--- src/rtl/tset_pkg.sv ---
package tset_pkg;

    parameter int unsigned TX_AW = 4;
    parameter int unsigned TX_DW = 8;

    typedef enum logic [1:0] {
        K_CACHED = 2'd0,
        K_DIRECT = 2'd1,
        K_COMMIT = 2'd2,
        K_COMMIT_ALT = 2'd3
    } kind_e;

    typedef enum logic [1:0] {
        OP_READ  = 2'd0,
        OP_STORE = 2'd1,
        OP_ADD   = 2'd2,
        OP_CAS   = 2'd3
    } op_e;

    typedef enum logic [1:0] {
        ST_OK    = 2'd0,
        ST_CAP   = 2'd1,
        ST_CONF  = 2'd2,
        ST_TRACK = 2'd3
    } stat_e;

    typedef struct packed {
        logic             vld;
        logic             excl;
        logic [TX_AW-1:0] addr;
        logic [TX_DW-1:0] val;
    } tent_t;

endpackage

--- src/rtl/tset_arb.sv ---
module tset_arb #(
    parameter int unsigned N = 3,
    localparam int unsigned XW = (N > 1) ? $clog2(N) : 1
) (
    input  logic [N-1:0]  req_i,
    output logic [N-1:0]  gnt_o,
    output logic [XW-1:0] idx_o,
    output logic          any_o
);
    // lowest index wins: scan downward so the last hit is the lowest
    always_comb begin
        gnt_o = '0;
        idx_o = '0;
        any_o = 1'b0;
        for (int p = N - 1; p >= 0; p--) begin
            if (req_i[p]) begin
                gnt_o    = '0;
                gnt_o[p] = 1'b1;
                idx_o    = XW'(p);
                any_o    = 1'b1;
            end
        end
    end
endmodule

--- src/rtl/tset_alu.sv ---
module tset_alu
    import tset_pkg::*;
(
    input  op_e              op_i,
    input  logic [TX_DW-1:0] cur_i,
    input  logic [TX_DW-1:0] wdata_i,
    input  logic [TX_DW-1:0] cmp_i,
    output logic [TX_DW-1:0] new_o,
    output logic             nontriv_o
);
    always_comb begin
        new_o     = cur_i;
        nontriv_o = 1'b0;
        case (op_i)
            OP_READ: begin
                new_o     = cur_i;
                nontriv_o = 1'b0;
            end
            OP_STORE: begin
                new_o     = wdata_i;
                nontriv_o = 1'b1;
            end
            OP_ADD: begin
                new_o     = cur_i + wdata_i;
                nontriv_o = 1'b1;
            end
            default: begin
                // failed compare leaves the access trivial
                if (cur_i == cmp_i) begin
                    new_o     = wdata_i;
                    nontriv_o = 1'b1;
                end
            end
        endcase
    end
endmodule

--- src/rtl/tset_lookup.sv ---
module tset_lookup
    import tset_pkg::*;
#(
    parameter int unsigned TS = 2,
    localparam int unsigned IW = (TS > 1) ? $clog2(TS) : 1,
    localparam int unsigned CW = $clog2(TS + 1)
) (
    input  tent_t [TS-1:0]   set_i,
    input  logic [TX_AW-1:0] addr_i,
    output logic             hit_o,
    output logic [IW-1:0]    hidx_o,
    output logic [TX_DW-1:0] hval_o,
    output logic             hexcl_o,
    output logic [CW-1:0]    cnt_o,
    output logic [IW-1:0]    fidx_o
);
    always_comb begin
        hit_o   = 1'b0;
        hidx_o  = '0;
        hval_o  = '0;
        hexcl_o = 1'b0;
        cnt_o   = '0;
        fidx_o  = '0;
        for (int k = TS - 1; k >= 0; k--) begin
            if (set_i[k].vld) begin
                cnt_o = cnt_o + CW'(1);
                if (set_i[k].addr == addr_i) begin
                    hit_o   = 1'b1;
                    hidx_o  = IW'(k);
                    hval_o  = set_i[k].val;
                    hexcl_o = set_i[k].excl;
                end
            end else begin
                fidx_o = IW'(k);
            end
        end
    end
endmodule

--- src/rtl/tset_ctrl.sv ---
module tset_ctrl
    import tset_pkg::*;
#(
    parameter int unsigned NPROC = 3,
    parameter int unsigned TS    = 2,
    localparam int unsigned DEPTH = 1 << TX_AW,
    localparam int unsigned XW    = (NPROC > 1) ? $clog2(NPROC) : 1,
    localparam int unsigned IW    = (TS > 1) ? $clog2(TS) : 1,
    localparam int unsigned CW    = $clog2(TS + 1)
) (
    input  logic                   clk,
    input  logic                   rst,
    input  logic [NPROC-1:0]       req_vld,
    input  logic [2*NPROC-1:0]     req_kind,
    input  logic [2*NPROC-1:0]     req_op,
    input  logic [TX_AW*NPROC-1:0] req_addr,
    input  logic [TX_DW*NPROC-1:0] req_wdata,
    input  logic [TX_DW*NPROC-1:0] req_cmp,
    output logic [NPROC-1:0]       req_gnt,
    output logic [NPROC-1:0]       rsp_vld,
    output logic [TX_DW*NPROC-1:0] rsp_data,
    output logic [2*NPROC-1:0]     rsp_stat
);
    // tracking sets, validity flags and shared memory
    tent_t [TS-1:0]   sets_q [NPROC];
    logic [NPROC-1:0] ok_q;
    logic [TX_DW-1:0] mem_q [DEPTH];

    // arbitration
    logic [XW-1:0] sel;
    logic          any;

    tset_arb #(.N(NPROC)) u_arb (
        .req_i (req_vld),
        .gnt_o (req_gnt),
        .idx_o (sel),
        .any_o (any)
    );

    kind_e            s_kind;
    op_e              s_op;
    logic [TX_AW-1:0] s_addr;
    logic [TX_DW-1:0] s_wdata;
    logic [TX_DW-1:0] s_cmp;

    always_comb begin
        s_kind  = kind_e'(req_kind[sel*2 +: 2]);
        s_op    = op_e'(req_op[sel*2 +: 2]);
        s_addr  = req_addr[sel*TX_AW +: TX_AW];
        s_wdata = req_wdata[sel*TX_DW +: TX_DW];
        s_cmp   = req_cmp[sel*TX_DW +: TX_DW];
    end

    // per-process lookup of the selected address
    logic [NPROC-1:0] hit;
    logic [NPROC-1:0] hexcl;
    logic [IW-1:0]    hidx [NPROC];
    logic [TX_DW-1:0] hval [NPROC];
    logic [CW-1:0]    cnt  [NPROC];
    logic [IW-1:0]    fidx [NPROC];

    for (genvar gp = 0; gp < NPROC; gp++) begin : g_look
        tset_lookup #(.TS(TS)) u_look (
            .set_i   (sets_q[gp]),
            .addr_i  (s_addr),
            .hit_o   (hit[gp]),
            .hidx_o  (hidx[gp]),
            .hval_o  (hval[gp]),
            .hexcl_o (hexcl[gp]),
            .cnt_o   (cnt[gp]),
            .fidx_o  (fidx[gp])
        );
    end

    // value seen by the access and its effect
    logic [TX_DW-1:0] mem_rd;
    logic [TX_DW-1:0] cur;
    logic [TX_DW-1:0] newv;
    logic             nontriv;

    always_comb begin
        mem_rd = mem_q[s_addr];
        cur    = (s_kind == K_CACHED && hit[sel]) ? hval[sel] : mem_rd;
    end

    tset_alu u_alu (
        .op_i      (s_op),
        .cur_i     (cur),
        .wdata_i   (s_wdata),
        .cmp_i     (s_cmp),
        .new_o     (newv),
        .nontriv_o (nontriv)
    );

    // cross-set clash: other holder exclusive, or any holder vs nontrivial
    logic [NPROC-1:0] clash;
    always_comb begin
        for (int p = 0; p < NPROC; p++) begin
            clash[p] = (XW'(p) != sel) && hit[p] && (hexcl[p] || nontriv);
        end
    end

    // decision
    logic  do_abort;
    logic  do_install;
    logic  do_direct;
    logic  do_commit;
    stat_e s_stat;
    tent_t ins_ent;

    always_comb begin
        do_abort   = 1'b0;
        do_install = 1'b0;
        do_direct  = 1'b0;
        do_commit  = 1'b0;
        s_stat     = ST_OK;
        if (any) begin
            case (s_kind)
                K_CACHED: begin
                    if (cnt[sel] == CW'(TS)) begin
                        do_abort = 1'b1;
                        s_stat   = ST_CAP;
                    end else if (!ok_q[sel]) begin
                        do_abort = 1'b1;
                        s_stat   = ST_TRACK;
                    end else if (|clash) begin
                        do_abort = 1'b1;
                        s_stat   = ST_CONF;
                    end else begin
                        do_install = 1'b1;
                    end
                end
                K_DIRECT: do_direct = 1'b1;
                default: begin
                    if (!ok_q[sel]) begin
                        do_abort = 1'b1;
                        s_stat   = ST_TRACK;
                    end else begin
                        do_commit = 1'b1;
                    end
                end
            endcase
        end
        ins_ent.vld  = 1'b1;
        ins_ent.excl = nontriv || (hit[sel] && hexcl[sel]);
        ins_ent.addr = s_addr;
        ins_ent.val  = newv;
    end

    // state update
    always_ff @(posedge clk) begin
        if (rst) begin
            for (int p = 0; p < NPROC; p++) begin
                sets_q[p] <= '0;
            end
            ok_q <= '1;
            for (int a = 0; a < DEPTH; a++) begin
                mem_q[a] <= '0;
            end
            rsp_vld  <= '0;
            rsp_data <= '0;
            rsp_stat <= '0;
        end else begin
            rsp_vld <= req_gnt;
            if (any) begin
                rsp_data[sel*TX_DW +: TX_DW] <= (do_install || do_direct) ? cur : '0;
                rsp_stat[sel*2 +: 2]         <= s_stat;
            end
            if (do_abort) begin
                sets_q[sel] <= '0;
                ok_q[sel]   <= 1'b1;
            end
            if (do_install) begin
                if (hit[sel]) begin
                    sets_q[sel][hidx[sel]] <= ins_ent;
                end else begin
                    sets_q[sel][fidx[sel]] <= ins_ent;
                end
            end
            if (do_install || do_direct) begin
                for (int p = 0; p < NPROC; p++) begin
                    if (clash[p]) begin
                        ok_q[p] <= 1'b0;
                    end
                end
            end
            if (do_direct && nontriv) begin
                mem_q[s_addr] <= newv;
            end
            if (do_commit) begin
                for (int k = 0; k < TS; k++) begin
                    if (sets_q[sel][k].vld && sets_q[sel][k].excl) begin
                        mem_q[sets_q[sel][k].addr] <= sets_q[sel][k].val;
                    end
                end
                sets_q[sel] <= '0;
            end
        end
    end

endmodule

--- config.mk ---
export PLATFORM = sky130hd
export DESIGN_NAME = tset_ctrl
export DESIGN_NICKNAME = d
export VERILOG_FILES = /design/src/rtl/tset_pkg.sv /design/src/rtl/tset_arb.sv /design/src/rtl/tset_alu.sv /design/src/rtl/tset_lookup.sv /design/src/rtl/tset_ctrl.sv
export SDC_FILE = /design/constraint.sdc
export NUM_CORES = 1
export LEC_CHECK = 0
export BUFFER_PORTS_ARGS = -buffer_cell sky130_fd_sc_hd__buf_2
export CORE_ASPECT_RATIO = 1.4
export CORE_UTILIZATION = 40
export DETAILED_ROUTE_END_ITERATION = 8
export GPL_TIMING_DRIVEN = 0
export PLACE_DENSITY = 0.55
export SYNTH_ARGS = -nofsm -noshare
export SYNTH_HDL_FRONTEND = slang
export SYNTH_HIERARCHICAL = 1
export SYNTH_SLANG_ARGS = --single-unit
--- constraint.sdc ---
create_clock -name clk -period 17.1 [get_ports clk]
set_input_delay 5.13 -clock clk [delete_from_list [all_inputs] [get_ports clk]]
set_output_delay 5.13 -clock clk [all_outputs]
set_load 0.01 [all_outputs]
==> reports/metrics.yaml <==
nNetsFinal: 1919
grt_overflow: 0
portBuffers: 112
area_delta_synth_final_pct: 12.6
rsz0062_at_grt: "no"
slew_headroom_pct: 5.41
grt_pass1_vias: 14300
ys_ff_latch: 276
crit_slowest_cell: "buf_1"
drt_iter0_markers: 1349
core_um2: 42300
vias_per_cell: 6.14
synth_edf_count: 240
arrival_ps: 14510
slew_violations: 0
clock_path_buffers: 3
grt_max_degree: 16
ctsRootBufferMaster: "clkbuf_16"
drt.antenna.violating_nets: 0
synthXorXnorAreaFrac_pct: 2.01
synthSimpleGateAreaFrac_pct: 17.6
crit_path_end_kind: "register"
num_rows: 89
hpwl_um: 50000
min-delay-start: "rsp_data[8]"
drive_above_1_share_pct: 17.9
start_util_pct: 40.8
cts_tree: "done"
fp.dieW_um: 178
vdd_ir_drop_max_uv: 74.8
hold_viol: 0
fin_setup_tns_ps: 0
critPathKind: "input pin to register"
grt_pass1_wl_um: 93700
max_cap_violations: 0
cts_sinks: 276
fp.dieArea_um2: 44000
p_per_area_nw_per_um2: 92.8
die_h_um: 248
worst_hold_slack_ps: 456
cpMostUsedCell: "a21oi_1"
synthMuxAreaShare_pct: 13.6
synth.cell_area_um2: 17300
synthArstFlopShare_pct: 0
finalSetupViolCount: 0
clock_latency_ps: 570
synth_top_family_by_area: "simple AND/OR/NAND/NOR gates"
critPathMaxFanout: 15
h-tree-depth: 1
hold_path.class: "register to register"
synth-compound-area-share_pct: 15.2
io_pins: 113
fin_ws_ps: 2800
layout_common_cells: "edfxtp_1, nand2_1, buf_2, o21ai_0, nor2_1"
drtPass1Iterations: 7
yosysWarnings: 6
ys.flop_type: "edfxtp_1"
yosys.area_share.adder_pct: 1.85
synth_cell_types: 79
holdBufCountCts: 0
final.setup_skew_ps: 11.5
postCtsSetupRepairBufs: 0
fmax_ghz: 0.0699
post_cts_resize_count: 0
cts_inserted_buffers: 29
final_common_cell: "edfxtp_1"
critPathMaxStageDelay_ps: 890
gp_congestion: 0.969
nFillCells: 4077
critical_path.startpoint: "req_vld[0]"
start_kind: "input pin"
grtUsageTotal_pct: 29.6
seq_area_frac_synth_pct: 45.9
synth_cells: 1672
leakagePower_nw: 7.13
antenna_found_initial: 4
finalCritPeriodShare_pct: 83.7
drc: 0
antennaDiodeCount: 0
cp_num_buf_inv: 7
pre_cts_ws_ps: 2450
crit_required_ps: 17300
min_period_ps: 14300
synth_area_per_cell_um2: 10.3
syn_nets: 1774
wl_um: 64900
wl_per_cell_um: 27.3
worst_slew_pin_slew_ps: 1380
worstReg2RegStart: "sets_q[2][23]"
path_delay_family: "compound AO/OA/AOI/OAI gates"
vias: 14600
clk_pin_slew_ps: 60
status: "completed"
==> cells by family (layout without fill, tap and decap cells) <==
kind of cell,count (synthesis),in the layout
muxes,191,191
and+or+nand+nor,590,590
AOI/OAI and AO/OA,414,414
adders and majority gates,25,25
buffers and inverters,139,303
xor gates and xnor gates,37,37
DFF,276,276
==> report_power, final <==
group / internal [mW] / total [mW] / leakage (nW) / switching, mW
Combinational: 0.118 / 0.398 / 3.90 / 0.280
Sequential: 0.757 / 0.772 / 2.78 / 0.0147
Clock: 0.365 / 0.634 / 0.450 / 0.269
==> through the flow <==
step | instances | power (mW) | utilization (%) | area, um2
after global routing | 2382 | 1.85 | 46.0 | 19400
after global placement | 2330 | 1.17 | 43.8 | 18500
final | 2382 | 1.80 | 46.0 | 19400
after detailed placement | 2331 | 1.17 | 43.8 | 18500
after CTS | 2381 | 1.80 | 45.9 | 19400
after floorplan | 1672 | 1.02 | - | 17300
==> cell type report <==
| cell class | instances | area [um2] | area share [%] |
|---|---|---|---|
| flip-flops and latches | 276 | 7930 | 40.8 |
| clock inverters | 6 | 77.6 | 0.399 |
| inverters | 25 | 98.8 | 0.508 |
| well taps | 546 | 683 | 3.51 |
| plain buffers | 114 | 559 | 2.88 |
| multi-input cells | 1257 | 8680 | 44.7 |
| clock buffers | 44 | 838 | 4.31 |
| repair buffers | 114 | 576 | 2.96 |
==> cells in the mapped netlist (6+ instances only) <==
library cell | instances | area, um2
a2111oi_0 | 15 | 131
a211o_1 | 8 | 70.1
a211oi_1 | 23 | 173
a21o_1 | 9 | 67.6
a21oi_1 | 67 | 335
a221o_1 | 15 | 150
a221oi_1 | 6 | 52.6
a22oi_1 | 7 | 52.6
and2_1 | 79 | 494
and4_1 | 7 | 61.3
buf_2 | 30 | 150
buf_4 | 13 | 97.6
buf_6 | 6 | 67.6
clkbuf_1 | 60 | 225
dfxtp_1 | 36 | 721
edfxtp_1 | 240 | 7210
ha_1 | 24 | 300
inv_1 | 23 | 86.3
mux2_2 | 44 | 495
mux2_4 | 24 | 360
mux2i_1 | 99 | 991
mux4_2 | 17 | 383
nand2_1 | 169 | 634
nand2_2 | 9 | 56.3
nand2b_1 | 16 | 100
nand3_1 | 98 | 490
nand3_2 | 6 | 60.1
nand4_1 | 9 | 56.3
nor2_1 | 104 | 390
nor2b_1 | 43 | 269
nor3b_1 | 16 | 120
o21ai_0 | 142 | 711
o21ai_1 | 19 | 95.1
o221ai_1 | 21 | 184
o22ai_1 | 51 | 319
o2bb2ai_1 | 6 | 52.6
xnor2_1 | 24 | 210
xor2_1 | 10 | 87.6
==> per-layer routing <==
| metal | vias up | routed length (um) | global-route usage [%] |
|---|---|---|---|
| met1 | 7170 | 22400 | 31.7 |
| met5 | - | 31 | 0 |
| met3 | 213 | 3970 | 4.03 |
| met4 | 4 | 4700 | 19.5 |
| li1 | 6563 | - | - |
| met2 | 675 | 33800 | 54.0 |
==> state kept, by name, summed over array words and instances (netlist names) <==
register	count
mem_q	128
sets_q	112
rsp_data	24
rsp_stat	6
ok_q	3
rsp_vld	3
==> path summary, 6_finish.rpt <==
path	depth (start not counted)	slack, ps	endpoint
worst min-delay path	2	460	rsp_data[8]
worst max register to register	20	9670	sets_q[0][14]
worst max-delay path	30	2800	sets_q[0][14]
worst min register to register	2	460	rsp_data[8]
==> worst register-to-register path, cell delays in order (launching register included) <==
cell	delay, ps
edfxtp_1	440
xnor2_2	520
or3b_1	470
nand2_1	160
mux2i_1	90
o2bb2ai_1	390
and3_1	210
clkbuf_1	350
nor4_1	120
a21oi_1	550
nor2b_1	500
xnor2_1	140
nand4_2	170
nor3_1	110
a21o_1	260
or2_2	340
a222oi_1	490
o211ai_1	290
a21oi_1	610
a21oi_1	320
a21o_1	530
(Power assumes the default switching activity.)
